## config.mk

```make
export PLATFORM = sky130hd
export DESIGN_NAME = bitmanip_unit
export DESIGN_NICKNAME = d
export VERILOG_FILES = /design/src/rtl/bitmanip_pkg.sv /design/src/rtl/bm_bit_op.sv /design/src/rtl/bm_insert_seq.sv /design/src/rtl/bitmanip_unit.sv
export SDC_FILE = /design/constraint.sdc
export NUM_CORES = 1
export LEC_CHECK = 0
export BUFFER_PORTS_ARGS = -buffer_cell sky130_fd_sc_hd__buf_4
export CAP_MARGIN = 10
export CORE_ASPECT_RATIO = 1.2
export CORE_MARGIN = 3
export CORE_UTILIZATION = 50
export CTS_BUF_LIST = sky130_fd_sc_hd__clkbuf_8
export DETAILED_ROUTE_END_ITERATION = 6
export PLACE_DENSITY_LB_ADDON = 0.3
export SLEW_MARGIN = 20
export SYNTH_ARGS = -nofsm -noshare
export SYNTH_HDL_FRONTEND = slang
export SYNTH_HIERARCHICAL = 1
export SYNTH_SLANG_ARGS = --single-unit
```

## constraint.sdc

```tcl
create_clock -name clk -period 2.4 [get_ports clk]
set_clock_uncertainty 0.05 [all_clocks]
set_input_delay 0.36 -clock clk [delete_from_list [all_inputs] [get_ports clk]]
set_output_delay 0.36 -clock clk [all_outputs]
set_load 0.05 [all_outputs]
```

## src/rtl/bitmanip_pkg.sv

```systemverilog
`timescale 1ns/1ps
// Package: shared operation encoding for the bit-manipulation unit.
// Assumes a 3-bit operation field; code 0 is reserved and acts as hold.
package bitmanip_pkg;
    localparam int OP_W = 3;

    typedef enum logic [OP_W-1:0] {
        OP_HOLD   = 3'd0,
        OP_SET    = 3'd1,
        OP_TOGGLE = 3'd2,
        OP_CLEAR  = 3'd3,
        OP_MASK   = 3'd4,
        OP_INVERT = 3'd5,
        OP_INSERT = 3'd6,
        OP_CMP    = 3'd7
    } op_t;
endpackage

```

## src/rtl/bm_bit_op.sv

```systemverilog
`timescale 1ns/1ps
// Module: one bit stage. Computes the next value of a single bit of A
// from that bit, the matching bit of B and the shared operation code.
// Assumes: insert uses the mask step here; the OR step lives elsewhere.
module bm_bit_op
    import bitmanip_pkg::*;
(
    input  logic a_i,
    input  logic b_i,
    input  op_t  op_i,
    output logic y_o
);
    // Select the per-bit result for the current operation.
    always_comb begin
        case (op_i)
            OP_SET:    y_o = a_i | b_i;
            OP_TOGGLE: y_o = a_i ^ b_i;
            OP_CLEAR:  y_o = a_i & ~b_i;
            OP_MASK:   y_o = a_i & b_i;
            OP_INVERT: y_o = ~a_i;
            OP_INSERT: y_o = a_i & b_i;
            OP_CMP:    y_o = a_i ^ b_i;
            default:   y_o = a_i;
        endcase
    end
endmodule

```

## src/rtl/bm_insert_seq.sv

```systemverilog
`timescale 1ns/1ps
// Module: insert sequencer. On start it captures the field value (the
// insert value limited to the 0s of the keep-mask) and holds busy for
// the single cycle before the OR step.
// Assumes: start is never raised while busy is high.
module bm_insert_seq #(
    parameter int WIDTH = 8
) (
    input  logic             clk,
    input  logic             rst_n,
    input  logic             start_i,
    input  logic [WIDTH-1:0] keep_i,
    input  logic [WIDTH-1:0] val_i,
    output logic             busy_o,
    output logic [WIDTH-1:0] fill_o
);
    // Track the pending OR step and keep the captured field bits.
    always_ff @(posedge clk) begin
        if (!rst_n) begin
            busy_o <= 1'b0;
            fill_o <= '0;
        end else if (start_i) begin
            busy_o <= 1'b1;
            fill_o <= val_i & ~keep_i;
        end else begin
            busy_o <= 1'b0;
        end
    end
endmodule

```

## src/rtl/bitmanip_unit.sv

```systemverilog
`timescale 1ns/1ps
// Module: register bit-manipulation unit (top). Holds register A and a
// zero flag, and applies bitwise operations with operand B when enabled.
// Insert is a two-edge mask-then-OR sequence with busy in between.
// Assumes: synchronous active-low reset; inputs are sampled at rising edges.
module bitmanip_unit
    import bitmanip_pkg::*;
#(
    parameter int WIDTH = 8
) (
    input  logic             clk,
    input  logic             rst_n,
    input  logic             en,
    input  logic [OP_W-1:0]  op,
    input  logic [WIDTH-1:0] opnd_b,
    input  logic [WIDTH-1:0] ins_val,
    input  logic             ld,
    input  logic [WIDTH-1:0] ld_data,
    output logic [WIDTH-1:0] reg_a,
    output logic             zero,
    output logic             busy
);
    localparam logic [WIDTH-1:0] ALL_ZERO = '0;

    op_t              op_q;
    logic             issue;
    logic             ins_start;
    logic             wr;
    logic [WIDTH-1:0] slice_y;
    logic [WIDTH-1:0] fill;
    logic [WIDTH-1:0] a_next;

    assign op_q      = op_t'(op);
    assign issue     = en && !busy;
    assign ins_start = issue && !ld && (op_q == OP_INSERT);

    genvar gi;
    generate
        for (gi = 0; gi < WIDTH; gi++) begin : g_bit
            bm_bit_op u_bit (
                .a_i  (reg_a[gi]),
                .b_i  (opnd_b[gi]),
                .op_i (op_q),
                .y_o  (slice_y[gi])
            );
        end
    endgenerate

    bm_insert_seq #(.WIDTH(WIDTH)) u_ins (
        .clk     (clk),
        .rst_n   (rst_n),
        .start_i (ins_start),
        .keep_i  (opnd_b),
        .val_i   (ins_val),
        .busy_o  (busy),
        .fill_o  (fill)
    );

    // Choose the next value of A: OR step, load, or bit-stage result.
    always_comb begin
        wr     = 1'b0;
        a_next = reg_a;
        if (busy) begin
            wr     = 1'b1;
            a_next = reg_a | fill;
        end else if (issue) begin
            wr     = 1'b1;
            a_next = ld ? ld_data : slice_y;
        end
    end

    // Register A and its zero flag together.
    always_ff @(posedge clk) begin
        if (!rst_n) begin
            reg_a <= '0;
            zero  <= 1'b1;
        end else if (wr) begin
            reg_a <= a_next;
            zero  <= (a_next == ALL_ZERO);
        end
    end
endmodule

```

# After elaboration in Yosys (flattened, before gate mapping)
# Cells that the tools add are included.
[totals]
reg_bits = 18
input_bits = 31
output_inout_bits = 10
wordCells = 84
[op_classes]
eq_ne = 7
n_mux = 14
bitwise = 51
n_reduce_logical = 8
[op_table]
columns = ["op", "n"]
rows = [
  ["1-bit one-hot mux with 5 select lines", 8],
  ["8-bit 2-to-1 mux", 3],
  ["1-bit AND", 16],
  ["1-bit NOT", 16],
  ["3-bit equality test, second input constant", 4],
  ["8-bit AND", 1],
  ["8-bit logical NOT", 1],
  ["8-bit NOT", 1],
  ["1-bit bitwise OR", 8],
  ["8-bit bitwise OR", 1],
  ["1-bit XOR", 8],
  ["3-bit by 2-bit equality test with 1-bit output, second input constant", 2],
  ["2-bit OR reduction", 2],
  ["3-bit by 1-bit equality test with 1-bit output, second input constant", 1],
  ["1-bit logical AND", 3],
  ["1-bit 2-to-1 mux", 3],
  ["1-bit logical NOT", 2],
]

# Longest topological paths before layout
# Gate-level depths: netlist (run 1).
[logic_depth]
word_depth = 7
mapped_depth = 9
mapped_depth_nobuf = 9

# By module
# The synthesis (run 1) kept the hierarchy.
[by_module_without_submodules]
columns = ["module", "n_inst", "cells_per_inst", "area_each_um2", "seq_area_each_um2"]
rows = [
  ["bitmanip_unit", 1, 68, 556.8, 180.2],
  ["bm_bit_op (g_bit[3].u_bit ...)", 5, 11, 82.6, 0.0],
  ["bm_insert_seq", 1, 37, 377.9, 180.2],
  ["bm_bit_op (g_bit[0].u_bit ...)", 3, 12, 87.6, 0.0],
]

# Worst setup path before layout (run 1)
# OpenSTA, ideal clock, no wires.
[synth_timing]
path_kind = "register to register"
start = "reg reg_a[2]"
end = "reg zero"
setup_ns = 0.096
arrival_time_ns = 2.602
required_time_ns = 2.254
path_slack_ns = -0.348
path_stages_with_launch = 10
path_buffers = 0
period_less_slack_ns = 2.748
cell_sequence = "dfxtp_1 inv_1 ha_1 and3b_1 a311oi_1 a311oi_1 or4_1 o2bb2ai_1 a22oi_1 o41ai_2"
[synth_via]
elab_chain_cells = 6
word_cells_on_any_way = 11
classes_between = "mux (4); bitwise (6); reduce/logical (1)"
[synth_rtl]
columns = ["element", "line_no", "source"]
rows = [
  ["start, declared", "bitmanip_unit.sv:19", "output logic [WIDTH-1:0] reg_a,"],
  ["start signal, assigned", "bitmanip_unit.sv:78", "reg_a <= a_next;"],
  ["1-bit XOR (tied with other cells)", "bm_bit_op.sv:17, bm_bit_op.sv:22", ""],
  ["1-bit one-hot mux with 5 select lines (*)", "bm_bit_op.sv:15", "case (op_i)"],
  ["named net slice_y[2]", "bitmanip_unit.sv:29", "logic [WIDTH-1:0] slice_y;"],
  ["8-bit 2-to-1 mux (*)", "bitmanip_unit.sv:68", "a_next = ld ? ld_data : slice_y;"],
  ["8-bit 2-to-1 mux (*)", "bitmanip_unit.sv:66", "end else if (issue) begin"],
  ["8-bit 2-to-1 mux (*)", "bitmanip_unit.sv:63", "if (busy) begin"],
  ["8-bit logical NOT (*)", "bitmanip_unit.sv:79", "zero <= (a_next == ALL_ZERO);"],
  ["end signal, assigned", "bitmanip_unit.sv:79", ""],
  ["end, declared", "bitmanip_unit.sv:20", "output logic zero,"],
]
# Mark *: on every way through the listed nets, which the timed path passes. The rest lies on a longest branch.
# A chain may end at the register's enable or synchronous reset.

# Worst setup path after layout (run 1)
# Ends and elaborated chain as after synthesis.

==> results of run 1 <==
==> cells by family (layout without fill, tap and decap cells) <==
group                      Yosys count  count (layout)
AOI/OAI and AO/OA                   47              47
buffers and inverters               24              74
and+or+nand+nor                     78              78
DFF                                 18              18
adders and majority gates            8               8
muxes                               21              21
==> path summary, 6_finish.rpt <==
path | from | end | slack, ns | cells after the start
max | reg_a[2] | zero | 0.14 | 9
min | ins_val[4] | u_ins/fill_o[4] | 0.31 | 3
max reg2reg | reg_a[2] | zero | 0.14 | 9
min reg2reg | u_ins/fill_o[1] | u_ins/fill_o[1] | 0.43 | 2
==> sequential cells by signal (all words and copies together), names as in the netlist <==
| register | cells |
|---|---|
| zero | 1 |
| u_ins/busy_o | 1 |
| reg_a | 8 |
| u_ins/fill_o | 8 |
==> cell type report <==
class                   count  area, um^2  area share [%]
repair buffers             54       405.4           19.09
clock buffers               4       55.05           2.593
multi-input cells         154        1191           56.10
inverters                  16       60.06           2.829
well taps                  34       42.54           2.004
flip-flops and latches     18       369.1           17.38
==> timing repair <==
item,4_1_cts,5_1_grt
endpoints found under the hold margin,0,0
gates resized for setup,0,8
buffers inserted,0,1
setup endpoints to repair,0,1
==> stage by stage <==
stage / hold WS (ns) / setup WS, ns
detailed placement: 0.4116 / -0.06740
CTS: 0.3027 / 0.04071
finish: 0.3069 / 0.1446
global route: 0.3075 / 0.01457
floorplan: 0.3933 / 0.001330
global placement: 0.4062 / -0.01042
==> worst max-delay path, delay by kind of cell (launching register included) <==
family	cells	cell delay, ns
adders and majority gates	1	0.19
AOI/OAI and AO/OA	5	0.77
DFF	1	0.34
buffers and inverters	1	0.06
and+or+nand+nor	2	0.76
==> power by group <==
| part | total [mW] | switching [mW] | internal, mW |
|---|---|---|---|
| Combinational | 0.341 | 0.185 | 0.157 |
| Sequential | 0.330 | 0.0178 | 0.312 |
| Clock | 0.250 | 0.104 | 0.146 |
| Total | 0.922 | 0.307 | 0.615 |
==> per-layer routing <==
layer	vias up	part of all wire (%)
met2	41	50
met3	2	5.0
met1	777	45
met5	-	0
met4	0	0.25
li1	844	-
==> cells in the final DEF, fill, tap and decap left out, types with 2 or more instances in the layout <==
master and n:
buf_4 54, mux2i_1 21, nand2_1 18, inv_1 15, dfxtp_1 15, nor3b_1 14
nand3b_1 9, a21oi_1 9, nor2_1 9, a311oi_1 9, nand4b_1 8, nand2b_1 7
ha_1 7, a211oi_1 6, a31oi_1 5, o21a_1 5, clkbuf_8 4, a22oi_1 3
and3b_1 3, o21ai_0 2, nor4_1 2, and2_1 2, a311oi_2 2, dfxtp_4 2
==> run_summary.xml, run 1 <==
<?xml version="1.0" encoding="UTF-8"?>
<metrics>
  <group name="pwr">
    <metric name="irDropWorstVdd" unit="mV">0.3692</metric>
    <metric name="static-leakage-power" unit="nW">0.9600</metric>
    <metric name="powerDensity" unit="nW/um^2">434.1</metric>
    <metric name="total_power" unit="mW">0.9218</metric>
  </group>
  <group name="job">
    <metric name="max_cap_violations" unit="">0</metric>
  </group>
  <group name="sta">
    <metric name="timing_max_transition_violations_final" unit="">0</metric>
    <metric name="rsz0062_at_grt" unit="">false</metric>
    <metric name="timing.final.crit_period" unit="ns">2.255</metric>
    <metric name="finalHoldViolations" unit="">0</metric>
    <metric name="finalSetupViolCount" unit="">0</metric>
    <metric name="max_clock_freq" unit="GHz">0.4434</metric>
    <metric name="tns" unit="ns">0</metric>
    <metric name="tightestPinTransition" unit="ns">0.5792</metric>
    <metric name="max-slew-margin-rel" unit="%">61.12</metric>
    <metric name="finalCritPeriodShare" unit="%">93.98</metric>
  </group>
  <group name="setup_path">
    <metric name="path_max_fanout" unit="">2</metric>
    <metric name="critPathMaxStageDelay" unit="ns">0.58</metric>
    <metric name="worst_setup_path_start_kind" unit="">register</metric>
    <metric name="slowest_stage" unit="">or4_4</metric>
    <metric name="critical_path_class" unit="">register to register</metric>
    <metric name="cp_data_arrival_time" unit="ns">2.37</metric>
    <metric name="cp_common_cell" unit="">a311oi_2</metric>
    <metric name="cp_cell_sequence" unit="">inv_2 &gt; ha_4 &gt; and3b_1 &gt; a311oi_2 &gt; a311oi_2 &gt; or4_4 &gt; o2bb2ai_4 &gt; a22oi_2 &gt; o41ai_2</metric>
    <metric name="critPathCaptureType" unit="">register</metric>
    <metric name="critical_path_required" unit="ns">2.51</metric>
  </group>
  <group name="clock_tree">
    <metric name="cts_tree" unit="">done</metric>
    <metric name="cts.reportedPaths.clkPinSlew" unit="ns">0.07</metric>
    <metric name="cts_max_level" unit="">1</metric>
    <metric name="cts_sinks" unit="">18</metric>
    <metric name="worstSkewPairLatency" unit="ns">0.25</metric>
    <metric name="cts_root_buf" unit="">clkbuf_8</metric>
    <metric name="cts_hold_repair.buffers" unit="">0</metric>
    <metric name="numCtsBuffers" unit="">3</metric>
    <metric name="clk_buf_depth" unit="">2</metric>
  </group>
  <group name="placement">
    <metric name="dp.final_hpwl" unit="mm">2.882</metric>
    <metric name="placed_area" unit="um^2">2008</metric>
    <metric name="portBuffers" unit="">40</metric>
    <metric name="placedCellCount" unit="">275</metric>
    <metric name="gp_routability_congestion" unit="">0.8041</metric>
  </group>
  <group name="synth">
    <metric name="synth_xor_xnor_area_share" unit="%">0</metric>
    <metric name="synthesis.yosys.warnings" unit="">6</metric>
    <metric name="dominant_combinational_cell_family_by_area_after_synthesis" unit="">simple AND/OR/NAND/NOR gates</metric>
    <metric name="synth-simple-area-share" unit="%">29.91</metric>
    <metric name="synthArstFlopShare" unit="%">0</metric>
    <metric name="synth_most_common_cell" unit="">mux2i_1</metric>
    <metric name="post_syn_nets" unit="">235</metric>
    <metric name="yosys_register_bits" unit="">18</metric>
    <metric name="ys_types" unit="">35</metric>
    <metric name="post_synth.cell_area_avg" unit="um^2">8.216</metric>
    <metric name="seq_area_frac_synth" unit="%">22.38</metric>
    <metric name="number_of_enable_type_register_cells_in_the_synthesized_netlist" unit="">0</metric>
    <metric name="yosys-top-cells-area" unit="">dfxtp_1 22%, mux2i_1 13%, nor3b_1 6.5%</metric>
    <metric name="number_of_cells_produced_by_synthesis" unit="">196</metric>
    <metric name="total_standard_cell_area_after_synthesis" unit="um^2">1610</metric>
    <metric name="post-synth-top-area-fraction" unit="%">22.38</metric>
    <metric name="synth_compound_area_share" unit="%">21.52</metric>
    <metric name="synth_top_cells_by_count" unit="">21 x mux2i_1, 18 x dfxtp_1, 18 x nand2_1, 16 x inv_1, 14 x nor3b_1</metric>
    <metric name="synth.area.mux_share" unit="%">13.05</metric>
    <metric name="synth_top_flop_cell" unit="">dfxtp_1</metric>
    <metric name="synthDominantAreaCellType" unit="">dfxtp_1</metric>
    <metric name="arithmetic_cell_share_of_the_synthesized_area_counting_full_adders_half_adders_and_majority_gates" unit="%">6.216</metric>
  </group>
  <group name="die">
    <metric name="floorplan.die.height" unit="um">68.17</metric>
    <metric name="die_area" unit="um^2">3940</metric>
    <metric name="die_extent_in_x" unit="um">57.81</metric>
    <metric name="boundary_pin_count" unit="">41</metric>
    <metric name="core.rowCount" unit="">21</metric>
    <metric name="initial_utilization" unit="%">54.72</metric>
    <metric name="design.core.area" unit="um^2">2943</metric>
  </group>
  <group name="worst_hold_path">
    <metric name="worst_hold_path_type" unit="">primary input to register</metric>
  </group>
  <group name="finish">
    <metric name="post_route_cells_drive_above_1_share" unit="%">28.86</metric>
    <metric name="antenna_cells" unit="">0</metric>
    <metric name="finalCoreUtilization" unit="%">72.15</metric>
    <metric name="areaGrowthSynthToFinish" unit="%">31.86</metric>
    <metric name="final_design_area_no_fill" unit="um^2">2123</metric>
    <metric name="layout.cells.non_filler" unit="">280</metric>
    <metric name="num-fill-cells" unit="">254</metric>
    <metric name="design.final.nets" unit="">286</metric>
  </group>
  <group name="global_route">
    <metric name="grt_busiest_layer" unit="">met2</metric>
    <metric name="use_met3" unit="%">1.509</metric>
    <metric name="globalRouteTotalUtil" unit="%">20.28</metric>
    <metric name="grt_first_pass_wirelength" unit="mm">6.389</metric>
    <metric name="grt_max_degree" unit="">27</metric>
    <metric name="grt_pass1_vias" unit="">1467</metric>
    <metric name="grt_use_met2" unit="%">37.99</metric>
    <metric name="use_met1" unit="%">25.17</metric>
    <metric name="overflow" unit="">0</metric>
    <metric name="number_of_antenna_violations_at_the_first_check_in_global_routing" unit="">0</metric>
  </group>
  <group name="route">
    <metric name="initialDrtViolationCount" unit="">75</metric>
    <metric name="viasPerCell" unit="">5.943</metric>
    <metric name="drcViolationCount" unit="">0</metric>
    <metric name="firstDrtPassIters" unit="">4</metric>
    <metric name="ant_nets" unit="">0</metric>
    <metric name="drt-total-wl" unit="mm">4.040</metric>
    <metric name="via_count" unit="">1664</metric>
    <metric name="wl_per_cell" unit="um">14.43</metric>
  </group>
  <group name="run_status">
    <metric name="status" unit="">completed</metric>
  </group>
</metrics>
(Power assumes the default switching activity.)
==> run 2: changes to the inputs <==
Settings changed: CELL_PAD_IN_SITES_DETAIL_PLACEMENT set to 0, CELL_PAD_IN_SITES_GLOBAL_PLACEMENT set to 1, CORE_UTILIZATION 50 to 36.
==> run 2 against run 1 <==
  * Final cell count up 6.8%
  * Global-route usage fell by 4.0 points
  * Clock power about the same
  * Wire length increased by 3.7%
  * Cell area is 0.83% lower
  * Die area rose by 35%
  * Worst hold slack lost 0.0032 ns
  * First-iteration DRC count is 68% higher
  * Setup slack better by 0.017 ns
  * Critical path type unchanged
==> run_summary.xml, run 2 (synthesis gave the netlist of run 1 again) <==
<?xml version="1.0" encoding="UTF-8"?>
<metrics>
  <group name="run_status">
    <metric name="status" unit="">completed</metric>
  </group>
  <group name="pwr">
    <metric name="powerDensity" unit="nW/um^2">433.7</metric>
    <metric name="static-leakage-power" unit="nW">0.9389</metric>
    <metric name="irDropWorstVdd" unit="mV">0.2724</metric>
  </group>
  <group name="setup_path">
    <metric name="critPathMaxStageDelay" unit="ns">0.54</metric>
    <metric name="slowest_stage" unit="">or4_1</metric>
    <metric name="worst_setup_path_start_kind" unit="">register</metric>
    <metric name="critical_path_buf_inv_count" unit="">1</metric>
    <metric name="path_max_fanout" unit="">2</metric>
    <metric name="critical-path-top-delay-family" unit="">simple AND/OR/NAND/NOR gates</metric>
    <metric name="cp_cell_sequence" unit="">inv_1 &gt; ha_1 &gt; and3b_1 &gt; a311oi_2 &gt; a311oi_1 &gt; or4_1 &gt; o2bb2ai_2 &gt; a22oi_1 &gt; o41ai_2</metric>
    <metric name="critical_path_required" unit="ns">2.51</metric>
    <metric name="critPathCaptureType" unit="">register</metric>
    <metric name="critical_path_class" unit="">register to register</metric>
    <metric name="cp_data_arrival_time" unit="ns">2.35</metric>
  </group>
  <group name="die">
    <metric name="floorplan.die.height" unit="um">79.27</metric>
    <metric name="die_extent_in_x" unit="um">67.06</metric>
    <metric name="core.rowCount" unit="">26</metric>
    <metric name="die_area" unit="um^2">5315</metric>
    <metric name="design.core.area" unit="um^2">4294</metric>
    <metric name="initial_utilization" unit="%">37.50</metric>
    <metric name="boundary_pin_count" unit="">41</metric>
  </group>
  <group name="clock_tree">
    <metric name="cts_root_buf" unit="">clkbuf_8</metric>
    <metric name="clk_buf_depth" unit="">2</metric>
    <metric name="cts_sinks" unit="">18</metric>
    <metric name="cts_max_level" unit="">1</metric>
    <metric name="cts_hold_repair.buffers" unit="">0</metric>
    <metric name="numCtsBuffers" unit="">3</metric>
    <metric name="cts_tree" unit="">done</metric>
    <metric name="cts.reportedPaths.clkPinSlew" unit="ns">0.07</metric>
    <metric name="worstSkewPairLatency" unit="ns">0.25</metric>
  </group>
  <group name="sta">
    <metric name="finalHoldViolations" unit="">0</metric>
    <metric name="rsz0062_at_grt" unit="">true</metric>
    <metric name="timing.final.crit_period" unit="ns">2.238</metric>
    <metric name="finalSetupViolCount" unit="">0</metric>
    <metric name="tightestPinTransition" unit="ns">0.5167</metric>
    <metric name="final.setup.worst_slack" unit="ns">0.1617</metric>
    <metric name="tns" unit="ns">0</metric>
    <metric name="max-slew-margin-rel" unit="%">65.51</metric>
    <metric name="finalCritPeriodShare" unit="%">93.26</metric>
    <metric name="max_clock_freq" unit="GHz">0.4468</metric>
    <metric name="timing_max_transition_violations_final" unit="">0</metric>
  </group>
  <group name="finish">
    <metric name="finalCoreUtilization" unit="%">49.04</metric>
    <metric name="final_design_area_no_fill" unit="um^2">2106</metric>
    <metric name="antenna_cells" unit="">0</metric>
    <metric name="post_route_cells_drive_above_1_share" unit="%">26.75</metric>
    <metric name="final_common_cell" unit="">buf_4</metric>
    <metric name="areaGrowthSynthToFinish" unit="%">30.77</metric>
    <metric name="layout_common_cells" unit="">51 x buf_4, 21 x mux2i_1, 18 x nand2_1, 16 x inv_1, 15 x dfxtp_1</metric>
    <metric name="design.final.nets" unit="">283</metric>
    <metric name="top_registers" unit="">reg_a x8, u_ins/fill_o x8</metric>
    <metric name="layout.cells.non_filler" unit="">299</metric>
    <metric name="num-fill-cells" unit="">477</metric>
  </group>
  <group name="placement">
    <metric name="gp_routability_congestion" unit="">0.7363</metric>
    <metric name="placedCellCount" unit="">295</metric>
    <metric name="portBuffers" unit="">40</metric>
    <metric name="dpl_worst_slack" unit="ns">-0.1043</metric>
    <metric name="placed_area" unit="um^2">2026</metric>
    <metric name="dp.final_hpwl" unit="mm">3.024</metric>
  </group>
  <group name="job">
    <metric name="max_cap_violations" unit="">0</metric>
  </group>
  <group name="route">
    <metric name="firstDrtPassIters" unit="">4</metric>
    <metric name="initialDrtViolationCount" unit="">126</metric>
    <metric name="via_count" unit="">1650</metric>
    <metric name="wl_per_cell" unit="um">14.01</metric>
    <metric name="drcViolationCount" unit="">0</metric>
    <metric name="drt-total-wl" unit="mm">4.188</metric>
    <metric name="viasPerCell" unit="">5.518</metric>
    <metric name="ant_nets" unit="">0</metric>
  </group>
  <group name="global_route">
    <metric name="overflow" unit="">0</metric>
    <metric name="grt_pass1_vias" unit="">1458</metric>
    <metric name="grt_max_degree" unit="">27</metric>
    <metric name="grt_first_pass_wirelength" unit="mm">6.865</metric>
    <metric name="globalRouteTotalUtil" unit="%">16.25</metric>
    <metric name="number_of_antenna_violations_at_the_first_check_in_global_routing" unit="">0</metric>
  </group>
  <group name="worst_hold_path">
    <metric name="worst_hold_path_type" unit="">primary input to register</metric>
  </group>
</metrics>
==> run 2: cell types whose count changed in the layout (fill, tap and decap cells not counted), sizes merged <==
cell	change
buf	-3
==> run 2: area by class of cell <==
class / instances / area, um^2 / area share [%]
multi-input cells: 154 / 1169 / 55.50
repair buffers: 51 / 382.9 / 18.18
flip-flops and latches: 18 / 369.1 / 17.53
well taps: 56 / 70.07 / 3.327
inverters: 16 / 60.06 / 2.852
clock buffers: 4 / 55.05 / 2.614
==> run 2: timing repair <==
action	in CTS	in global routing
gates resized for setup	0	3
pin swaps	1	0
setup endpoints to repair	1	1
cloned	0	0
buffers inserted	0	0
==> run 2: final timing paths <==
check,cells after the start,startpoint,slack (ns),to
setup / recovery,9,reg_a[2],0.16,zero
hold / removal,3,ins_val[3],0.30,u_ins/fill_o[3]
setup reg to reg,9,reg_a[2],0.16,zero
hold reg to reg,2,u_ins/fill_o[1],0.42,u_ins/fill_o[1]
==> run 2: power by group <==
group | internal [mW] | switching, mW | leakage, nW | total, mW
Clock | 0.146 | 0.108 | 0.0288 | 0.253
Combinational | 0.152 | 0.178 | 0.761 | 0.330
Sequential | 0.312 | 0.0175 | 0.149 | 0.330
Total | 0.610 | 0.304 | 0.939 | 0.913
==> run 2: worst min-delay path: stages <==
cell,delay (ns)
buf_4,0.08
nand4b_1,0.09
nand2_1,0.06
==> run 2: metrics by stage <==
stage / hold slack [ns] / power (mW)
floorplan: 0.3933 / 0.5331
global placement: 0.4074 / 0.6616
detailed placement: 0.4082 / 0.6629
CTS: 0.3012 / 0.9164
global route: 0.2968 / 0.9707
finish: 0.3037 / 0.9132
==> run 2: per-layer routing <==
metal	vias up	global-route usage (%)	share of wire (%)
met3	2	2.263	5.0
met2	39	27.43	48
met4	0	2.434	0.24
li1	831	-	-
met5	-	0	0
met1	778	22.07	47
